$ cat config.mk
export PLATFORM = sky130hd
export DESIGN_NAME = rewind_fifo
export DESIGN_NICKNAME = d
export VERILOG_FILES = /design/src/rtl/rfifo_pkg.sv /design/src/rtl/rfifo_store.sv /design/src/rtl/rfifo_status.sv /design/src/rtl/rfifo_ptr_ctl.sv /design/src/rtl/rewind_fifo.sv
export SDC_FILE = /design/constraint.sdc
export NUM_CORES = 1
export LEC_CHECK = 0
export ABC_AREA = 1
export BUFFER_PORTS_ARGS = -buffer_cell sky130_fd_sc_hd__buf_2
export CAP_MARGIN = 20
export CORE_AREA = 2 2 108 110
export DETAILED_ROUTE_END_ITERATION = 7
export DIE_AREA = 0 0 110 112
export GPL_TIMING_DRIVEN = 1
export MAX_ROUTING_LAYER = met4
export PLACE_DENSITY = 0.89
export SLEW_MARGIN = 5
export SYNTH_ARGS = -nofsm -noshare
export SYNTH_HDL_FRONTEND = slang
export SYNTH_SLANG_ARGS = --single-unit
$ cat constraint.sdc
create_clock -name clk -period 6.2 [get_ports clk]
set_clock_uncertainty 0.15 [all_clocks]
set_input_delay 0.62 -clock clk [delete_from_list [all_inputs] [get_ports clk]]
set_output_delay 0.62 -clock clk [all_outputs]
set_load 0.05 [all_outputs]
$ cat src/rtl/rfifo_pkg.sv
package rfifo_pkg;

  localparam int SPAN_W = 32;
  typedef logic [SPAN_W-1:0] span_t;

  typedef enum logic [1:0] {
    RD_HOLD   = 2'd0,
    RD_STEP   = 2'd1,
    RD_REWIND = 2'd2
  } rd_act_e;

  // distance from 'behind' to 'ahead' on a ring of 2**bits positions
  function automatic span_t ring_span(span_t ahead, span_t behind, int unsigned bits);
    span_t mask;
    mask = (span_t'(1) << bits) - span_t'(1);
    return (ahead - behind) & mask;
  endfunction

  // capacity guard: a span that has reached the depth blocks writes
  function automatic logic span_at_cap(span_t span, int unsigned depth);
    return span >= span_t'(depth);
  endfunction

endpackage

$ cat src/rtl/rfifo_store.sv
module rfifo_store #(
  parameter int WIDTH = 9,
  parameter int DEPTH = 16,
  parameter int AW    = 4
) (
  input  logic             clk,
  input  logic             rst_n,
  input  logic             wr_fire,
  input  logic [AW-1:0]    wr_addr,
  input  logic [WIDTH-1:0] wr_data,
  input  logic             rd_fire,
  input  logic [AW-1:0]    rd_addr,
  output logic [WIDTH-1:0] rd_data,
  output logic             rd_valid
);

  logic [WIDTH-1:0] mem [DEPTH];

  always_ff @(posedge clk) begin
    if (wr_fire) begin
      mem[wr_addr] <= wr_data;
    end
  end

  always_ff @(posedge clk) begin
    if (!rst_n) begin
      rd_data  <= '0;
      rd_valid <= 1'b0;
    end else begin
      rd_valid <= rd_fire;
      if (rd_fire) begin
        rd_data <= mem[rd_addr];
      end
    end
  end

endmodule

$ cat src/rtl/rfifo_status.sv
module rfifo_status #(
  parameter int DEPTH = 16,
  parameter int PW    = 5
) (
  input  logic          wr_req,
  input  logic [PW-1:0] wr_ptr,
  input  logic [PW-1:0] rd_ptr,
  input  logic [PW-1:0] mark_ptr,
  input  logic          mark_held,
  output logic [PW-1:0] level,
  output logic [PW-1:0] mark_span,
  output logic          full,
  output logic          empty,
  output logic          wr_blocked
);
  import rfifo_pkg::*;

  logic cap_full;
  logic guard_full;

  assign level     = PW'(ring_span(span_t'(wr_ptr), span_t'(rd_ptr), PW));
  assign mark_span = PW'(ring_span(span_t'(wr_ptr), span_t'(mark_ptr), PW));

  assign cap_full   = span_at_cap(span_t'(level), DEPTH);
  assign guard_full = mark_held && span_at_cap(span_t'(mark_span), DEPTH);

  assign full       = cap_full || guard_full;
  assign empty      = (wr_ptr == rd_ptr);
  assign wr_blocked = wr_req && guard_full && !cap_full;

endmodule

$ cat src/rtl/rfifo_ptr_ctl.sv
module rfifo_ptr_ctl #(
  parameter int PW = 5
) (
  input  logic          clk,
  input  logic          rst_n,
  input  logic          wr_req,
  input  logic          rd_req,
  input  logic          mark_req,
  input  logic          rewind_req,
  input  logic          full,
  input  logic          empty,
  output logic [PW-1:0] wr_ptr,
  output logic [PW-1:0] rd_ptr,
  output logic [PW-1:0] mark_ptr,
  output logic          mark_held,
  output logic          wr_fire,
  output logic          rd_fire,
  output logic          rewind_fire
);
  import rfifo_pkg::*;

  rd_act_e rd_act;
  logic    mark_fire;

  assign wr_fire     = wr_req && !full;
  assign rd_fire     = rd_req && !empty && !rewind_req;
  assign rewind_fire = rewind_req && mark_held;
  assign mark_fire   = mark_req && !rewind_req;

  always_comb begin
    if (rewind_fire)  rd_act = RD_REWIND;
    else if (rd_fire) rd_act = RD_STEP;
    else              rd_act = RD_HOLD;
  end

  always_ff @(posedge clk) begin
    if (!rst_n) begin
      wr_ptr    <= '0;
      rd_ptr    <= '0;
      mark_ptr  <= '0;
      mark_held <= 1'b0;
    end else begin
      if (wr_fire) begin
        wr_ptr <= wr_ptr + PW'(1);
      end
      case (rd_act)
        RD_STEP:   rd_ptr <= rd_ptr + PW'(1);
        RD_REWIND: rd_ptr <= mark_ptr;
        default:   rd_ptr <= rd_ptr;
      endcase
      if (mark_fire) begin
        mark_ptr  <= rd_ptr;
        mark_held <= 1'b1;
      end
    end
  end

endmodule

$ cat src/rtl/rewind_fifo.sv
module rewind_fifo #(
  parameter int WIDTH = 9,
  parameter int DEPTH = 16
) (
  input  logic                       clk,
  input  logic                       rst_n,
  input  logic                       wr_en,
  input  logic [WIDTH-1:0]           wr_data,
  input  logic                       rd_en,
  output logic [WIDTH-1:0]           rd_data,
  output logic                       rd_valid,
  input  logic                       mark_en,
  input  logic                       rewind_en,
  output logic [$clog2(DEPTH):0]     level,
  output logic                       full,
  output logic                       empty,
  output logic                       wr_blocked
);

  localparam int AW = $clog2(DEPTH);
  localparam int PW = AW + 1;

  logic [PW-1:0] wr_ptr;
  logic [PW-1:0] rd_ptr;
  logic [PW-1:0] mark_ptr;
  logic [PW-1:0] mark_span;
  logic          mark_held;
  logic          wr_fire;
  logic          rd_fire;
  logic          rewind_fire;

  rfifo_status #(
    .DEPTH (DEPTH),
    .PW    (PW)
  ) u_status (
    .wr_req     (wr_en),
    .wr_ptr     (wr_ptr),
    .rd_ptr     (rd_ptr),
    .mark_ptr   (mark_ptr),
    .mark_held  (mark_held),
    .level      (level),
    .mark_span  (mark_span),
    .full       (full),
    .empty      (empty),
    .wr_blocked (wr_blocked)
  );

  rfifo_ptr_ctl #(
    .PW (PW)
  ) u_ptr (
    .clk         (clk),
    .rst_n       (rst_n),
    .wr_req      (wr_en),
    .rd_req      (rd_en),
    .mark_req    (mark_en),
    .rewind_req  (rewind_en),
    .full        (full),
    .empty       (empty),
    .wr_ptr      (wr_ptr),
    .rd_ptr      (rd_ptr),
    .mark_ptr    (mark_ptr),
    .mark_held   (mark_held),
    .wr_fire     (wr_fire),
    .rd_fire     (rd_fire),
    .rewind_fire (rewind_fire)
  );

  rfifo_store #(
    .WIDTH (WIDTH),
    .DEPTH (DEPTH),
    .AW    (AW)
  ) u_store (
    .clk      (clk),
    .rst_n    (rst_n),
    .wr_fire  (wr_fire),
    .wr_addr  (wr_ptr[AW-1:0]),
    .wr_data  (wr_data),
    .rd_fire  (rd_fire),
    .rd_addr  (rd_ptr[AW-1:0]),
    .rd_data  (rd_data),
    .rd_valid (rd_valid)
  );

endmodule

---- Yosys cells after proc, flatten, opt, wreduce, memory -nomap -nowiden ----
Memory sizes are Yosys's and may differ from the RTL's. A register that Yosys moved wholly into a read port is not among the register bits.
Cells that the tools add are included.
operators by class
  add/subtract/negate cells ............... 4
  muxes and demuxes ....................... 5
  equality and inequality tests ........... 3
  reduce and logical (&&, ||, !) cells .... 15
  magnitude comparators ................... 2
operators by type and width
  kind                                                      number
  adder 5 x 1 -> 5 bit, second input constant               2
  greater-or-equal comparator 5 bit, second input constant  2
  one-hot mux 5 bit (2 select lines)                        1
  subtractor 5 bit                                          2
  logical AND 1 bit                                         8
  == test 5 bit                                             1
  logical NOT 1 bit                                         5
  2-to-1 mux 1 bit                                          3
  == test 2 x 1 -> 1 bit, second input constant             1
  == test 2 bit, second input constant                      1
  2-to-1 mux 2 bit                                          1
  nonzero test 2 bit                                        1
  logical OR 1 bit                                          1
storage, ports and cells
  register bits ........................... 17
  output and inout bits ................... 18
  memories ................................ 1
  input port bits ......................... 15
  logic and storage cells ................. 35
  RAM bits ................................ 144
memories
  name         words  width  rd ports  clocked after memory_dff  wr ports  line               source
  u_store.mem  16     9      1         1                         1         rfifo_store.sv:17  logic [WIDTH-1:0] mem [DEPTH];

---- Logic depth before layout (Yosys ltp) ----
  depth after elaboration ................. 8
  depth in mapped cells ................... 12
  mapped depth without buffers ............ 11

---- Hierarchy ----
From an unflattened synthesis, not the netlist that was laid out.
second synthesis, totals
  cell total of the unflattened synthesis .. 730
  area, all modules ....................... 7434.6 um2
modules (own cells, without submodules)
  module         sequential area each (um2)  area an instance (um2)  cells each  times used
  rfifo_store    4524.3                      6274.8                  551         1
  rfifo_ptr_ctl  320.3                       744.5                   107         1
  rfifo_status   0.0                         415.4                   72          1

---- Least setup slack after synthesis ----
OpenSTA, ideal clock, no wires.
  kind .................................... register -> output
  from .................................... reg u_ptr.rd_ptr[2]
  to ...................................... out wr_blocked
  required time ........................... 5.430 ns
  cell stages (with the launch flop) ...... 8
  path buffers ............................ 1
  setup slack ............................. 2.733 ns
  data arrival time ....................... 2.697 ns
  path through ............................ dfxtp_1 clkbuf_1 inv_1 ha_1 nand3_1 nand2_1 xor2_2 nor3_1
between the ends
  cells in the longest elaborated chain, start to end .. 4
ends and longest elaborated chain
  element                            line                 source
  start, declared                    rfifo_ptr_ctl.sv:13  output logic [PW-1:0] rd_ptr,
  start signal, assigned             rfifo_ptr_ctl.sv:47  RD_STEP: rd_ptr <= rd_ptr + PW'(1);
  start signal, assigned             rfifo_ptr_ctl.sv:48  RD_REWIND: rd_ptr <= mark_ptr;
  start signal, assigned             rfifo_ptr_ctl.sv:49  default: rd_ptr <= rd_ptr;
  subtractor 5 bit                   rfifo_pkg.sv:16      return (ahead - behind) & mask;
  via level[4]                       rewind_fifo.sv:14    output logic [$clog2(DEPTH):0] level,
  greater-or-equal comparator 5 bit  rfifo_pkg.sv:21      return span >= span_t'(depth);
  logical NOT 1 bit                  rfifo_status.sv:29   assign wr_blocked = wr_req && guard_full && !cap_full;
  logical AND 1 bit                  rfifo_status.sv:29
  end, declared                      rewind_fifo.sv:17    output logic wr_blocked
The timed path passes the listed nets, and every way through them passes these cells.

---- Final worst setup path ----
  from .................................... reg u_ptr.rd_ptr[2]
  to ...................................... mem u_store.mem[7][3], enable pin
between the ends
  cells in the longest elaborated chain, start to end .. 7
ends and longest elaborated chain
  element                                 line                 source
  subtractor 5 bit                        rfifo_pkg.sv:16
  greater-or-equal comparator 5 bit       rfifo_pkg.sv:21
  logical OR 1 bit                        rfifo_status.sv:27   assign full = cap_full || guard_full;
  logical NOT 1 bit                       rfifo_ptr_ctl.sv:25  assign wr_fire = wr_req && !full;
  logical AND 1 bit                       rfifo_ptr_ctl.sv:25
  2-to-1 mux 1 bit                        rfifo_store.sv:20    if (wr_fire) begin
  2-to-1 mux 1 bit (implied by the code)  rfifo_store.sv:21    mem[wr_addr] <= wr_data;
  end, declared                           rfifo_store.sv:17
No other way between the ends.

==> results summary <==
The run finished with clean final reports. The setup slack of the most critical reg-to-reg path is 2500 ps. The cell class contributing the biggest share of worst-path delay is simple AND/OR/NAND/NOR gates. The depth of the worst hold-timing path came out at 2.

The level count of the clock H-tree is 4. The sort of element at the end of the critical path is a register. The post-synth net total is 651. The initial utilization of the core area, before any placement, comes to 0.635.

The final RePlAce weighted congestion is 1.09. The Yosys step of the flow raised 0 warnings. The slew of the pin with the lowest slew margin is 1080 ps.

The post-route antenna net violation count is 0. The register bit count reported by yosys is 170. The type of the setup path with the least slack is reg -> reg.

The reported leakage power came out at 0.00284 uW. Across every metal layer, demand over resource in global routing totals 0.323. The DRC violation total after the first TritonRoute iteration came out at 877. Setup repair after global routing left no endpoint under its margin.

The total number of clock tree sinks came out at 170. The library cells used most frequently in the layout, excluding fill and tap cells, are edfxtp_1, nor2_1, o21ai_0. The count of hold buffers inserted by post-cts repair is 0. The number of failing hold endpoints at the final stage was 0.

Relative to the synthesized area, the layout overhead comes to 11.9%. The overall routed net length is 18.2 mm. The insertion delay to the later sink of the worst-skew pair came out at 440 ps. The largest vdd supply drop came out at 0.256 mV. The worst hold endpoint is u_ptr.mark_ptr[3]. The number of fill cells is 709.

The library cell used most frequently in the layout, excluding fill and tap cells, is edfxtp_1. The number of max-slew violations in the final report was 0. The max-capacitance violation count is 0.

The global-route wire length before repair is 27.1 mm. In this run the tool buffered the top-level ports with 32 buffer cells. Registers take 0.00485 mm^2. The tree is rooted in a clkbuf_16. The instance count on the critical path came out at 8. Of the cells placed in the final design, the portion with a size suffix greater than 1 is 0.126.

The longest clock path from root to sink contains 2 buffers. The highest net fanout along the worst path came out at 21. The count of cells along the worst register-to-register path came out at 8. In this run the critical register-to-register path is launched from u_ptr.rd_ptr[2].

The total setup violations reported at the end of the flow came out at 0. The remaining design rule violation count is 0. The design draws 2580 uW. The data arrival time at the worst-slack endpoint came out at 3600 ps. The worst hold path begins at u_ptr.mark_ptr[3]. The cell area that synthesis handed to floorplanning was 0.00709 mm^2.

The power density of the placed cells came out at 325 mW/mm^2. The number of buffers and inverters on the critical path is 1. The number of gates resized after CTS was 0. In this run the post-CTS setup repair buffer count came out at 0. Synthesis produced 623 cells.

The number of different library cells used by synthesis comes to 29. Of the synthesized area, sequential elements account for 0.683. Dividing the detail-routed via count by the number of cells gives 6.44.

The total via count after detailed routing is 5226. The internal power consumption came out at 1930 uW. The post-CTS clock slew at the launch and capture registers of the worst setup and hold paths is 60 ps.

Of the total power, the share spent switching nets is 0.254. TritonCTS built the clock tree. The share of total power in sequential cells came out at 0.495. The min-delay analysis places its worst path in the category reg -> reg. The pin count of the biggest net entering global routing is 78. The clock network power share is 0.390.

The detailed-placement wirelength estimate came out at 11.2 mm. The initial antenna violation count is 0. STA puts the critical path data required time at 6100 ps. The part of the power in combinational logic is 0.115. The number of top-level design ports is 33. The floorplan has 39 rows.

In the final design database the tool counted 684 nets. The number of buffers added by the clock tree synthesis step came out at 17. The endpoint of the worst-slack reg-to-reg timing path is u_store.mem[7][3].

In this run the tightest slew margin relative to its limit is 0.281. The number of global-route vias before repair came to 4889. The die is 112 um tall. The number of antenna cells inserted came out at 0. The overflow left after global routing is 0. The biggest cell delay along the critical path is 870 ps.

The area of the core region came out at 0.0112 mm^2. The final period utilization came out at 0.597. The minimum clock period is 3700 ps. The average wire length per cell after detail routing came out at 22.4 um. The largest individual stage delay along the critical path comes from the cell nor3_1. The mean cell area of the mapped netlist came out at 11.4 um^2. The die is 110 um wide. The die area is 0.0123 mm^2.

The multi-input gate area in the final layout is 0.00198 mm^2. The final-layout setup total negative slack is 0 ps. STA classifies the critical path startpoint as a register. The pre-antenna-repair detailed-routing pass consisted of 6 iterations. The analysis attributes to net switching a power of 656 uW.

The highest achievable clock rate came out at 270 MHz. Traced cell by cell, the critical path runs through inv_1 -> ha_1 -> nand3_1 -> nand2_1 -> xor2_2 -> nor2_4 -> nand2_4 -> nor3_1.
## worst max-delay path by stage
stage,start,to,slack (ps)
floorplan,u_ptr.rd_ptr[2],wr_blocked,2730
global placement,u_ptr.rd_ptr[2],u_store.mem[13][2],2750
detailed placement,u_ptr.rd_ptr[2],u_store.mem[5][3],2420
CTS,u_ptr.rd_ptr[2],u_store.mem[10][6],2370
global route,u_ptr.rd_ptr[2],u_store.mem[0][0],2340
finish,u_ptr.rd_ptr[2],u_store.mem[7][3],2500
## synth_stat cells (all sizes together)
cell / number / area share
nor2: 109 / 0.060
clkbuf: 26 / 0.014
inv: 36 / 0.019
nand2: 57 / 0.031
o211ai: 10 / 0.011
fa: 1 / 0.0028
o22ai: 24 / 0.021
a21oi: 25 / 0.018
edfxtp: 144 / 0.61
o221ai: 3 / 0.0037
buf: 6 / 0.0058
nor3: 16 / 0.011
xnor2: 5 / 0.0072
ha: 12 / 0.021
dfxtp: 26 / 0.073
nand3: 18 / 0.013
clkinv: 1 / 0.00053
xor2: 5 / 0.0072
a22oi: 2 / 0.0021
o21ai: 97 / 0.068
## registers in the layout (all words and copies together) (netlist names)
register and count:
u_store.mem 144, u_ptr.mark_ptr 5, u_ptr.rd_ptr 5, u_ptr.mark_held 1, u_store.rd_valid 1, u_store.rd_data 9, u_ptr.wr_ptr 5
## metal layers
layer	wire, um	share of wire	GRT usage
met5	0	0	-
met4	999	0.055	0.174
met3	2420	0.13	0.0954
met2	8420	0.46	0.467
met1	6370	0.35	0.411
## stage by stage
| stage | std cells | hold WS (ps) | instance area (um^2) | setup slack, ps | util |
|---|---|---|---|---|---|
| after floorplan | 623 | 300 | 7090 | 2730 | - |
| after global placement | 768 | 330 | 7310 | 2750 | 0.654 |
| after detailed placement | 768 | 333 | 7310 | 2420 | 0.654 |
| after CTS | 800 | 341 | 7870 | 2370 | 0.705 |
| after global routing | 812 | 360 | 7940 | 2340 | 0.710 |
| final | 812 | 344 | 7940 | 2500 | 0.710 |
## layout make-up
| cell class | count | share of cell area |
|---|---|---|
| multi-input combinational | 384 | 0.249 |
| inverter | 37 | 0.0175 |
| tap | 143 | 0.0225 |
| timing repair buffer | 46 | 0.0296 |
| clock buffer | 25 | 0.0624 |
| sequential | 170 | 0.610 |
| clock inverter | 7 | 0.00851 |
## worst reg2reg max path: stages (launching register included)
cell and delay, ps:
dfxtp_1 700, inv_1 310, ha_1 450, nand3_1 120, nand2_1 100, xor2_2 200
nor2_4 190, nand2_4 220, nor3_1 890
## kinds of logic (layout without fill, tap and decap cells)
logic type | after synthesis | in the layout | share of synthesized area
simple gates | 200 | 200 | 0.116
fa+ha+maj | 13 | 13 | 0.0240
xor+xnor | 10 | 10 | 0.0145
flops | 170 | 170 | 0.683
compound gates | 161 | 161 | 0.124
buf+inv | 69 | 115 | 0.0393
## power groups by stage
stage | clock [uW] | combinational, uW | sequential, uW
detailed placement | 0 | 285 | 1300
finish | 1010 | 297 | 1280
CTS | 1010 | 289 | 1280
global placement | 0 | 278 | 1300
global route | 1050 | 318 | 1280
floorplan | 0 | 178 | 1320
No activity file was read; power rests on OpenSTA's default activity.
